==> config.mk <==
export PLATFORM = sky130hd
export DESIGN_NAME = uart_host_regs
export DESIGN_NICKNAME = d
export VERILOG_FILES = /design/src/rtl/uart_rb_pkg.sv /design/src/rtl/uart_rb_decode.sv /design/src/rtl/uart_rb_modem.sv /design/src/rtl/uart_rb_intr.sv /design/src/rtl/uart_host_regs.sv
export SDC_FILE = /design/constraint.sdc
export NUM_CORES = 1
export LEC_CHECK = 0
export BUFFER_PORTS_ARGS = -buffer_cell sky130_fd_sc_hd__buf_2
export CAP_MARGIN = 20
export CORE_UTILIZATION = 53
export CTS_CLUSTER_DIAMETER = 80
export DETAILED_ROUTE_END_ITERATION = 10
export HOLD_SLACK_MARGIN = 0.06
export PLACE_DENSITY_LB_ADDON = 0.05
export SYNTH_ARGS = -nofsm -noshare
export SYNTH_HDL_FRONTEND = slang
export SYNTH_SLANG_ARGS = --single-unit
==> constraint.sdc <==
create_clock -name clk -period 2.12 [get_ports clk]
set_input_delay 0.424 -clock clk [delete_from_list [all_inputs] [get_ports clk]]
set_output_delay 0.424 -clock clk [all_outputs]
set_load 0.1 [all_outputs]
==> src/rtl/uart_rb_pkg.sv <==
package uart_rb_pkg;
    localparam int DW       = 8;
    localparam int ERR_W    = 4;
    localparam int MDM_W    = 4;
    localparam int IER_W    = 4;
    localparam int MCR_W    = 6;
    localparam int DLAB_BIT = 7;
    localparam int DIV_W    = 2 * DW;

    localparam int IE_RDA  = 0;
    localparam int IE_THRE = 1;
    localparam int IE_RLS  = 2;
    localparam int IE_MS   = 3;

    localparam logic [2:0] OFS_DATA = 3'd0;
    localparam logic [2:0] OFS_IEN  = 3'd1;
    localparam logic [2:0] OFS_IDF  = 3'd2;
    localparam logic [2:0] OFS_LCR  = 3'd3;
    localparam logic [2:0] OFS_MCR  = 3'd4;
    localparam logic [2:0] OFS_LSR  = 3'd5;
    localparam logic [2:0] OFS_MSR  = 3'd6;

    typedef enum logic [2:0] {
        ID_MODEM = 3'b000,
        ID_THRE  = 3'b001,
        ID_RDA   = 3'b010,
        ID_RLS   = 3'b011
    } irq_id_e;

    typedef enum logic [3:0] {
        RS_RBR, RS_IER, RS_DLL, RS_DLM, RS_IIR,
        RS_LCR, RS_MCR, RS_LSR, RS_MSR, RS_SCR
    } rsel_e;

    typedef struct packed {
        logic rd_rbr;
        logic wr_thr;
        logic wr_ier;
        logic wr_dll;
        logic wr_dlm;
        logic rd_iir;
        logic wr_fcr;
        logic wr_lcr;
        logic wr_mcr;
        logic rd_lsr;
        logic rd_msr;
        logic wr_scr;
    } access_t;
endpackage

==> src/rtl/uart_rb_decode.sv <==
module uart_rb_decode
    import uart_rb_pkg::*;
(
    input  logic    [2:0] addr,
    input  logic          rd_en,
    input  logic          wr_en,
    input  logic          dlab,
    output access_t       acc,
    output rsel_e         rsel
);
    always_comb begin
        acc  = '0;
        rsel = RS_RBR;
        case (addr)
            OFS_DATA: begin
                rsel       = dlab ? RS_DLL : RS_RBR;
                acc.rd_rbr = rd_en & ~dlab;
                acc.wr_thr = wr_en & ~dlab;
                acc.wr_dll = wr_en & dlab;
            end
            OFS_IEN: begin
                rsel       = dlab ? RS_DLM : RS_IER;
                acc.wr_ier = wr_en & ~dlab;
                acc.wr_dlm = wr_en & dlab;
            end
            OFS_IDF: begin
                rsel       = RS_IIR;
                acc.rd_iir = rd_en;
                acc.wr_fcr = wr_en;
            end
            OFS_LCR: begin
                rsel       = RS_LCR;
                acc.wr_lcr = wr_en;
            end
            OFS_MCR: begin
                rsel       = RS_MCR;
                acc.wr_mcr = wr_en;
            end
            OFS_LSR: begin
                rsel       = RS_LSR;
                acc.rd_lsr = rd_en;
            end
            OFS_MSR: begin
                rsel       = RS_MSR;
                acc.rd_msr = rd_en;
            end
            default: begin
                rsel       = RS_SCR;
                acc.wr_scr = wr_en;
            end
        endcase
    end
endmodule

==> src/rtl/uart_rb_modem.sv <==
module uart_rb_modem #(
    parameter int LINES = 4
) (
    input  logic             clk,
    input  logic             rst_n,
    input  logic [LINES-1:0] pins_n,
    input  logic             clr,
    output logic [LINES-1:0] level,
    output logic [LINES-1:0] delta
);
    typedef struct packed {
        logic prev;
        logic chg;
    } line_t;

    for (genvar i = 0; i < LINES; i++) begin : g_line
        line_t s_d, s_q;

        always_comb begin
            s_d      = s_q;
            s_d.prev = pins_n[i];
            s_d.chg  = (clr ? 1'b0 : s_q.chg) | (pins_n[i] ^ s_q.prev);
        end

        always_ff @(posedge clk or negedge rst_n) begin
            if (!rst_n) begin
                s_q.prev <= 1'b1;
                s_q.chg  <= 1'b0;
            end else begin
                s_q <= s_d;
            end
        end

        assign level[i] = ~pins_n[i];
        assign delta[i] = s_q.chg;

        // a change on a modem input is flagged on the next cycle
        assert_delta_set_R5: assert property (@(posedge clk) disable iff (!rst_n)
            (pins_n[i] != $past(pins_n[i])) |=> delta[i]);
    end
endmodule

==> src/rtl/uart_rb_intr.sv <==
module uart_rb_intr
    import uart_rb_pkg::*;
(
    input  logic             clk,
    input  logic             rst_n,
    input  logic [IER_W-1:0] ier_q,
    input  logic [IER_W-1:0] ier_d,
    input  logic             err_any,
    input  logic             rx_ready,
    input  logic             thre_q,
    input  logic             thre_d,
    input  logic             delta_any,
    input  logic             rd_rbr,
    input  logic             wr_thr,
    input  logic             rd_iir,
    output irq_id_e          irq_id,
    output logic             irq
);
    typedef struct packed {
        logic rda_pend;
        logic thre_pend;
    } pend_t;

    pend_t s_d, s_q;
    logic  rls_act, rda_act, thr_act, ms_act;
    logic  thre_set, thre_clr;

    always_comb begin
        rls_act = ier_q[IE_RLS]  & err_any;
        rda_act = ier_q[IE_RDA]  & s_q.rda_pend;
        thr_act = ier_q[IE_THRE] & s_q.thre_pend;
        ms_act  = ier_q[IE_MS]   & delta_any;

        if (rls_act)      irq_id = ID_RLS;
        else if (rda_act) irq_id = ID_RDA;
        else if (thr_act) irq_id = ID_THRE;
        else              irq_id = ID_MODEM;
        irq = rls_act | rda_act | thr_act | ms_act;

        thre_set = (~thre_q & thre_d) | (~ier_q[IE_THRE] & ier_d[IE_THRE] & thre_q);
        thre_clr = wr_thr | (rd_iir & irq & (irq_id == ID_THRE));

        s_d           = s_q;
        s_d.rda_pend  = rd_rbr ? 1'b0 : (s_q.rda_pend | rx_ready);
        s_d.thre_pend = thre_clr ? 1'b0 : (s_q.thre_pend | thre_set);
    end

    always_ff @(posedge clk or negedge rst_n) begin
        if (!rst_n) s_q <= '0;
        else        s_q <= s_d;
    end

    // a receive data read drops the data-ready cause
    assert_rda_clear_R9: assert property (@(posedge clk) disable iff (!rst_n)
        rd_rbr |=> !s_q.rda_pend);
    // a send-byte write drops the holding-empty cause
    assert_thre_clear_R10: assert property (@(posedge clk) disable iff (!rst_n)
        wr_thr |=> !s_q.thre_pend);
    // no request without some enable bit
    assert_irq_enabled_R8: assert property (@(posedge clk) disable iff (!rst_n)
        irq |-> (ier_q != '0));
endmodule

==> src/rtl/uart_host_regs.sv <==
module uart_host_regs
    import uart_rb_pkg::*;
(
    input  logic             clk,
    input  logic             rst_n,
    input  logic [2:0]       addr,
    input  logic             rd_en,
    input  logic             wr_en,
    input  logic [DW-1:0]    wdata,
    output logic [DW-1:0]    rdata,
    output logic             irq,
    input  logic [DW-1:0]    rx_data_i,
    input  logic             rx_ready_i,
    input  logic [ERR_W-1:0] rx_err_i,
    input  logic             tx_hold_empty_i,
    input  logic             tx_idle_i,
    input  logic [MDM_W-1:0] modem_n_i,
    output logic             rts_n,
    output logic             dtr_n,
    output logic             rx_pop_o,
    output logic             tx_push_o,
    output logic [DW-1:0]    tx_data_o,
    output logic             rx_fifo_clr_o,
    output logic             tx_fifo_clr_o,
    output logic [DIV_W-1:0] divisor_o,
    output logic [DW-1:0]    line_cfg_o
);
    typedef struct packed {
        logic [IER_W-1:0] ier;
        logic [DW-1:0]    lcr;
        logic [MCR_W-1:0] mcr;
        logic [ERR_W-1:0] err;
        logic             thre;
        logic             temt;
        logic             fifo_en;
        logic             rx_clr;
        logic             tx_clr;
        logic             push;
        logic             pop;
    } ctl_t;

    typedef struct packed {
        logic [DW-1:0] scr;
        logic [DW-1:0] dll;
        logic [DW-1:0] dlm;
        logic [DW-1:0] txd;
    } keep_t;

    ctl_t             s_d, s_q;
    keep_t            k_d, k_q;
    access_t          acc;
    rsel_e            rsel;
    irq_id_e          irq_id;
    logic [MDM_W-1:0] mdm_level, mdm_delta;

    uart_rb_decode i_decode (
        .addr  (addr),
        .rd_en (rd_en),
        .wr_en (wr_en),
        .dlab  (s_q.lcr[DLAB_BIT]),
        .acc   (acc),
        .rsel  (rsel)
    );

    uart_rb_modem #(.LINES(MDM_W)) i_modem (
        .clk    (clk),
        .rst_n  (rst_n),
        .pins_n (modem_n_i),
        .clr    (acc.rd_msr),
        .level  (mdm_level),
        .delta  (mdm_delta)
    );

    always_comb begin
        s_d        = s_q;
        s_d.rx_clr = 1'b0;
        s_d.tx_clr = 1'b0;
        s_d.push   = acc.wr_thr;
        s_d.pop    = acc.rd_rbr;
        if (acc.wr_ier) s_d.ier = wdata[IER_W-1:0];
        if (acc.wr_lcr) s_d.lcr = wdata;
        if (acc.wr_mcr) s_d.mcr = wdata[MCR_W-1:0];
        s_d.err  = (acc.rd_lsr ? '0 : s_q.err) | rx_err_i;
        s_d.thre = tx_hold_empty_i;
        s_d.temt = tx_idle_i;
        if (acc.wr_fcr) begin
            s_d.rx_clr  = wdata[1] | (wdata[0] ^ s_q.fifo_en);
            s_d.tx_clr  = wdata[2] | (wdata[0] ^ s_q.fifo_en);
            s_d.fifo_en = wdata[0];
        end

        k_d = k_q;
        if (acc.wr_scr) k_d.scr = wdata;
        if (acc.wr_dll) k_d.dll = wdata;
        if (acc.wr_dlm) k_d.dlm = wdata;
        if (acc.wr_thr) k_d.txd = wdata;
    end

    uart_rb_intr i_intr (
        .clk       (clk),
        .rst_n     (rst_n),
        .ier_q     (s_q.ier),
        .ier_d     (s_d.ier),
        .err_any   (|s_q.err),
        .rx_ready  (rx_ready_i),
        .thre_q    (s_q.thre),
        .thre_d    (s_d.thre),
        .delta_any (|mdm_delta),
        .rd_rbr    (acc.rd_rbr),
        .wr_thr    (acc.wr_thr),
        .rd_iir    (acc.rd_iir),
        .irq_id    (irq_id),
        .irq       (irq)
    );

    always_ff @(posedge clk or negedge rst_n) begin
        if (!rst_n) begin
            s_q      <= '0;
            s_q.thre <= 1'b1;
            s_q.temt <= 1'b1;
        end else begin
            s_q <= s_d;
        end
    end

    always_ff @(posedge clk) begin
        k_q <= k_d;
    end

    always_comb begin
        case (rsel)
            RS_RBR:  rdata = rx_data_i;
            RS_IER:  rdata = {{(DW-IER_W){1'b0}}, s_q.ier};
            RS_DLL:  rdata = k_q.dll;
            RS_DLM:  rdata = k_q.dlm;
            RS_IIR:  rdata = {s_q.fifo_en, s_q.fifo_en, 2'b00, irq_id, ~irq};
            RS_LCR:  rdata = s_q.lcr;
            RS_MCR:  rdata = {{(DW-MCR_W){1'b0}}, s_q.mcr};
            RS_LSR:  rdata = {1'b0, s_q.temt, s_q.thre, s_q.err, rx_ready_i};
            RS_MSR:  rdata = {mdm_level, mdm_delta};
            RS_SCR:  rdata = k_q.scr;
            default: rdata = '0;
        endcase
    end

    assign dtr_n         = ~s_q.mcr[0];
    assign rts_n         = ~s_q.mcr[1];
    assign rx_pop_o      = s_q.pop;
    assign tx_push_o     = s_q.push;
    assign tx_data_o     = k_q.txd;
    assign rx_fifo_clr_o = s_q.rx_clr;
    assign tx_fifo_clr_o = s_q.tx_clr;
    assign divisor_o     = {k_q.dlm, k_q.dll};
    assign line_cfg_o    = s_q.lcr;

    // modem control write drives the active-low outputs next cycle
    assert_mcr_pins_R4: assert property (@(posedge clk) disable iff (!rst_n)
        acc.wr_mcr |=> (dtr_n == ~$past(wdata[0])) && (rts_n == ~$past(wdata[1])));
    // FIFO control bit 1 yields a receive clear pulse
    assert_rx_clear_R11: assert property (@(posedge clk) disable iff (!rst_n)
        (acc.wr_fcr && wdata[1]) |=> rx_fifo_clr_o);
    // send-byte write pushes the written byte
    assert_push_R12: assert property (@(posedge clk) disable iff (!rst_n)
        acc.wr_thr |=> tx_push_o && (tx_data_o == $past(wdata)));
    // a line status read with no new error empties the error bits
    assert_err_clear_R6: assert property (@(posedge clk) disable iff (!rst_n)
        (acc.rd_lsr && rx_err_i == '0) |=> (s_q.err == '0));
endmodule

==> flow_metrics.env <==
export IMPL_finalMaxSlewViolations=0
export IMPL_crit_arrival_ns=1.95
export IMPL_min_period_ns=2.38
export IMPL_ir_worst_vdd_v=0.000732
export IMPL_synth_area_top_cells="edfxtp_1 29%, dfrtp_1 25%, buf_4 7.6%"
export IMPL_firstDrtPassIters=4
export IMPL_start_util_pct=55.6
export IMPL_whs_ns=0.123
export IMPL_clk_latency_ns=0.35
export IMPL_required_ns=1.70
export IMPL_die_h_microns=81.5
export IMPL_antenna_left=0
export IMPL_crit_chain="o41ai_2 > buf_4 > and2_4 > nand3_4 > o22ai_4 > buf_12"
export IMPL_tritoncts="done"
export IMPL_crit_path_end_kind="output pin"
export IMPL_clock_sinks=71
export IMPL_die_area_sq_um=6640
export IMPL_cts_buffers=9
export IMPL_cts_root_buf="clkbuf_8"
export IMPL_remaining_drc_errors=0
export IMPL_multi_input_area_sq_um=1290
export IMPL_worstMarginPinSlew_ns=0.511
export IMPL_yosys_area_top_type="edfxtp_1"
export IMPL_total_power_mw=4.19
export IMPL_fin_nets=394
export IMPL_synthToLayoutAreaGrowth_pct=35.7
export IMPL_cellLeakagePower_nw=1.97
export IMPL_wl_per_cell_microns=19.4
export IMPL_syn_area_per_cell_sq_um=12.7
export IMPL_power_density_nw_per_um2=923
export IMPL_vias=2470
export IMPL_grt_antenna_before_repair=0
export IMPL_yosysWarnings=0
export IMPL_min_path_type="in -> async"
export IMPL_seq_area_frac_synth_pct=58.0
export IMPL_slew_headroom_pct=65.9
export IMPL_synth_area_sq_um=3350
export IMPL_htreeDepth=3
export IMPL_std_cell_rows=28
export IMPL_die_x_microns=81.5
export IMPL_grt_usage_pct=27.3
export IMPL_r2r_start="line_cfg_o[7]"
export IMPL_synth_distinct_cells=44
export IMPL_io_pins=81
export IMPL_grt_pass1_wl_microns=12700
export IMPL_post_route_period_util_pct=112
export IMPL_synth_edff_count=32
export IMPL_hpwl_microns=5990
export IMPL_maxCapViolCount=0
export IMPL_finalSetupTns_ns=-1.33
export IMPL_path_depth=6
export IMPL_antenna_cells=0
export IMPL_critPathLaunchType="register"
export IMPL_mostFrequentLayoutCell="buf_2"
export IMPL_cp_top_family="compound AO/OA/AOI/OAI gates"
export IMPL_rsz0062_at_grt="true"
export IMPL_cpPeakStageDelay_ns=0.40
export IMPL_drtIter0Drc=148
export IMPL_clock_path_buffers=2
export IMPL_outcome="complete, but fails checks"
export IMPL_grt_max_degree=40
export IMPL_synthArstFlopShare_pct=54.9
export IMPL_timing_fmax_ghz=0.421
export IMPL_wirelength_microns=8510
export IMPL_setup_slack_ns=-0.258
export IMPL_ys_flop_type="dfrtp_1"
export IMPL_ys_ff_latch=71
export IMPL_critPathBufInv=2
export IMPL_io_buffers=80
export IMPL_gp_congestion=0.891
export IMPL_grt_pass1_vias=2407
export IMPL_clk_pin_slew_ns=0.08
export IMPL_syn_inst=263
export IMPL_violations="negative setup slack"
export IMPL_critical_path_peak_fanout=2
export IMPL_fillers=404
export IMPL_setup_violations=8
export IMPL_skew_ns=0.00864
export IMPL_hold_buffers=0
export IMPL_drive_gt1_share_pct=55.9
export IMPL_regArea_sq_um=1950
export IMPL_crit_path_start="s_q[8]"
export IMPL_crit_type="reg -> out"
export IMPL_layout_common_cells="71 x buf_2, 37 x buf_4, 32 x edfxtp_1, 32 x dfrtp_1, 21 x nand2_1"
export IMPL_hold_viol=0
export IMPL_ff2ff_path_depth=7
export IMPL_vias_per_cell=5.61
export IMPL_syn_num_nets=297
export IMPL_cpMaxStageDelayCell="dfrtp_1"
export IMPL_synth_top_area_share_pct=28.7
export IMPL_gr_total_overflow=0
export IMPL_core_area_sq_um=6030
timing repair:
action,CTS,global route
pin swaps,12,12
gates resized for setup,37,13
cloned,0,0
endpoints found under the setup margin,9,9
buffers inserted,8,3
through the flow:
stage	util [%]	setup slack [ns]	cell area [sq um]	cells
floorplan	-	-0.562	3470	263
global placement	67.0	-0.0487	4040	413
detailed placement	67.0	-0.0664	4040	413
CTS	74.0	-0.249	4460	437
global route	75.4	-0.310	4550	440
finish	75.4	-0.258	4550	440
flip-flops by register name, indices dropped and copies added, names as in the netlist, 2 cells and up:
name and count:
tx_data_o 8, i_modem.delta 4, i_intr.s_q 2, line_cfg_o 8, divisor_o 16, i_modem.g_line.s_q 4, s_q 17, k_q 8
synthesized netlist by cell type (all sizes together) (5+ instances only):
| master | n |
|---|---|
| inv | 5 |
| edfxtp | 32 |
| and3 | 7 |
| nand2 | 22 |
| a21o | 6 |
| dfrtp | 33 |
| o21ai | 7 |
| dfstp | 6 |
| mux2 | 22 |
| mux2i | 8 |
| buf | 42 |
| nor2b | 5 |
| a31oi | 6 |
| nor2 | 7 |
worst paths after layout:
check                      slack (ns)                to
max                             -0.26          rdata[0]
min                              0.12     line_cfg_o[0]
max reg2reg                      0.38      tx_data_o[2]
min reg2reg                      0.53  i_modem.delta[2]
max in group asynchronous        1.62     line_cfg_o[7]
min in group clk                 0.17            s_q[5]
power by group:
part | leakage (nW) | switching, mW | total (mW) | internal (mW)
logic | 1.14 | 0.946 | 1.48 | 0.531
registers | 0.727 | 0.0887 | 1.65 | 1.56
clock network | 0.103 | 0.496 | 1.07 | 0.575
layer usage:
layer  wire length (microns)  track usage (%)
met3                     450             5.00
met1                    3700             36.8
met5                       0                0
met4                     161             11.4
met2                    4200             43.4
cells by family (layout without fill, tap and decap cells):
family / after synthesis / after routing / share of synthesized area (%)
flops: 71 / 71 / 58.0
compound gates: 49 / 49 / 10.5
mux: 33 / 33 / 11.8
simple gates: 56 / 56 / 8.78
xor+xnor: 5 / 5 / 1.31
buf+inv: 49 / 151 / 9.56
final cells by class:
type,instances,area share [%]
Clock buffer,11,3.11
Clock inverter,5,1.27
Inverter,5,0.413
Multi-Input combinational cell,143,28.4
Sequential cell,71,42.8
Tap cell,75,2.06
Timing Repair Buffer,130,22.0
Power figures use the tool's default switching activity.
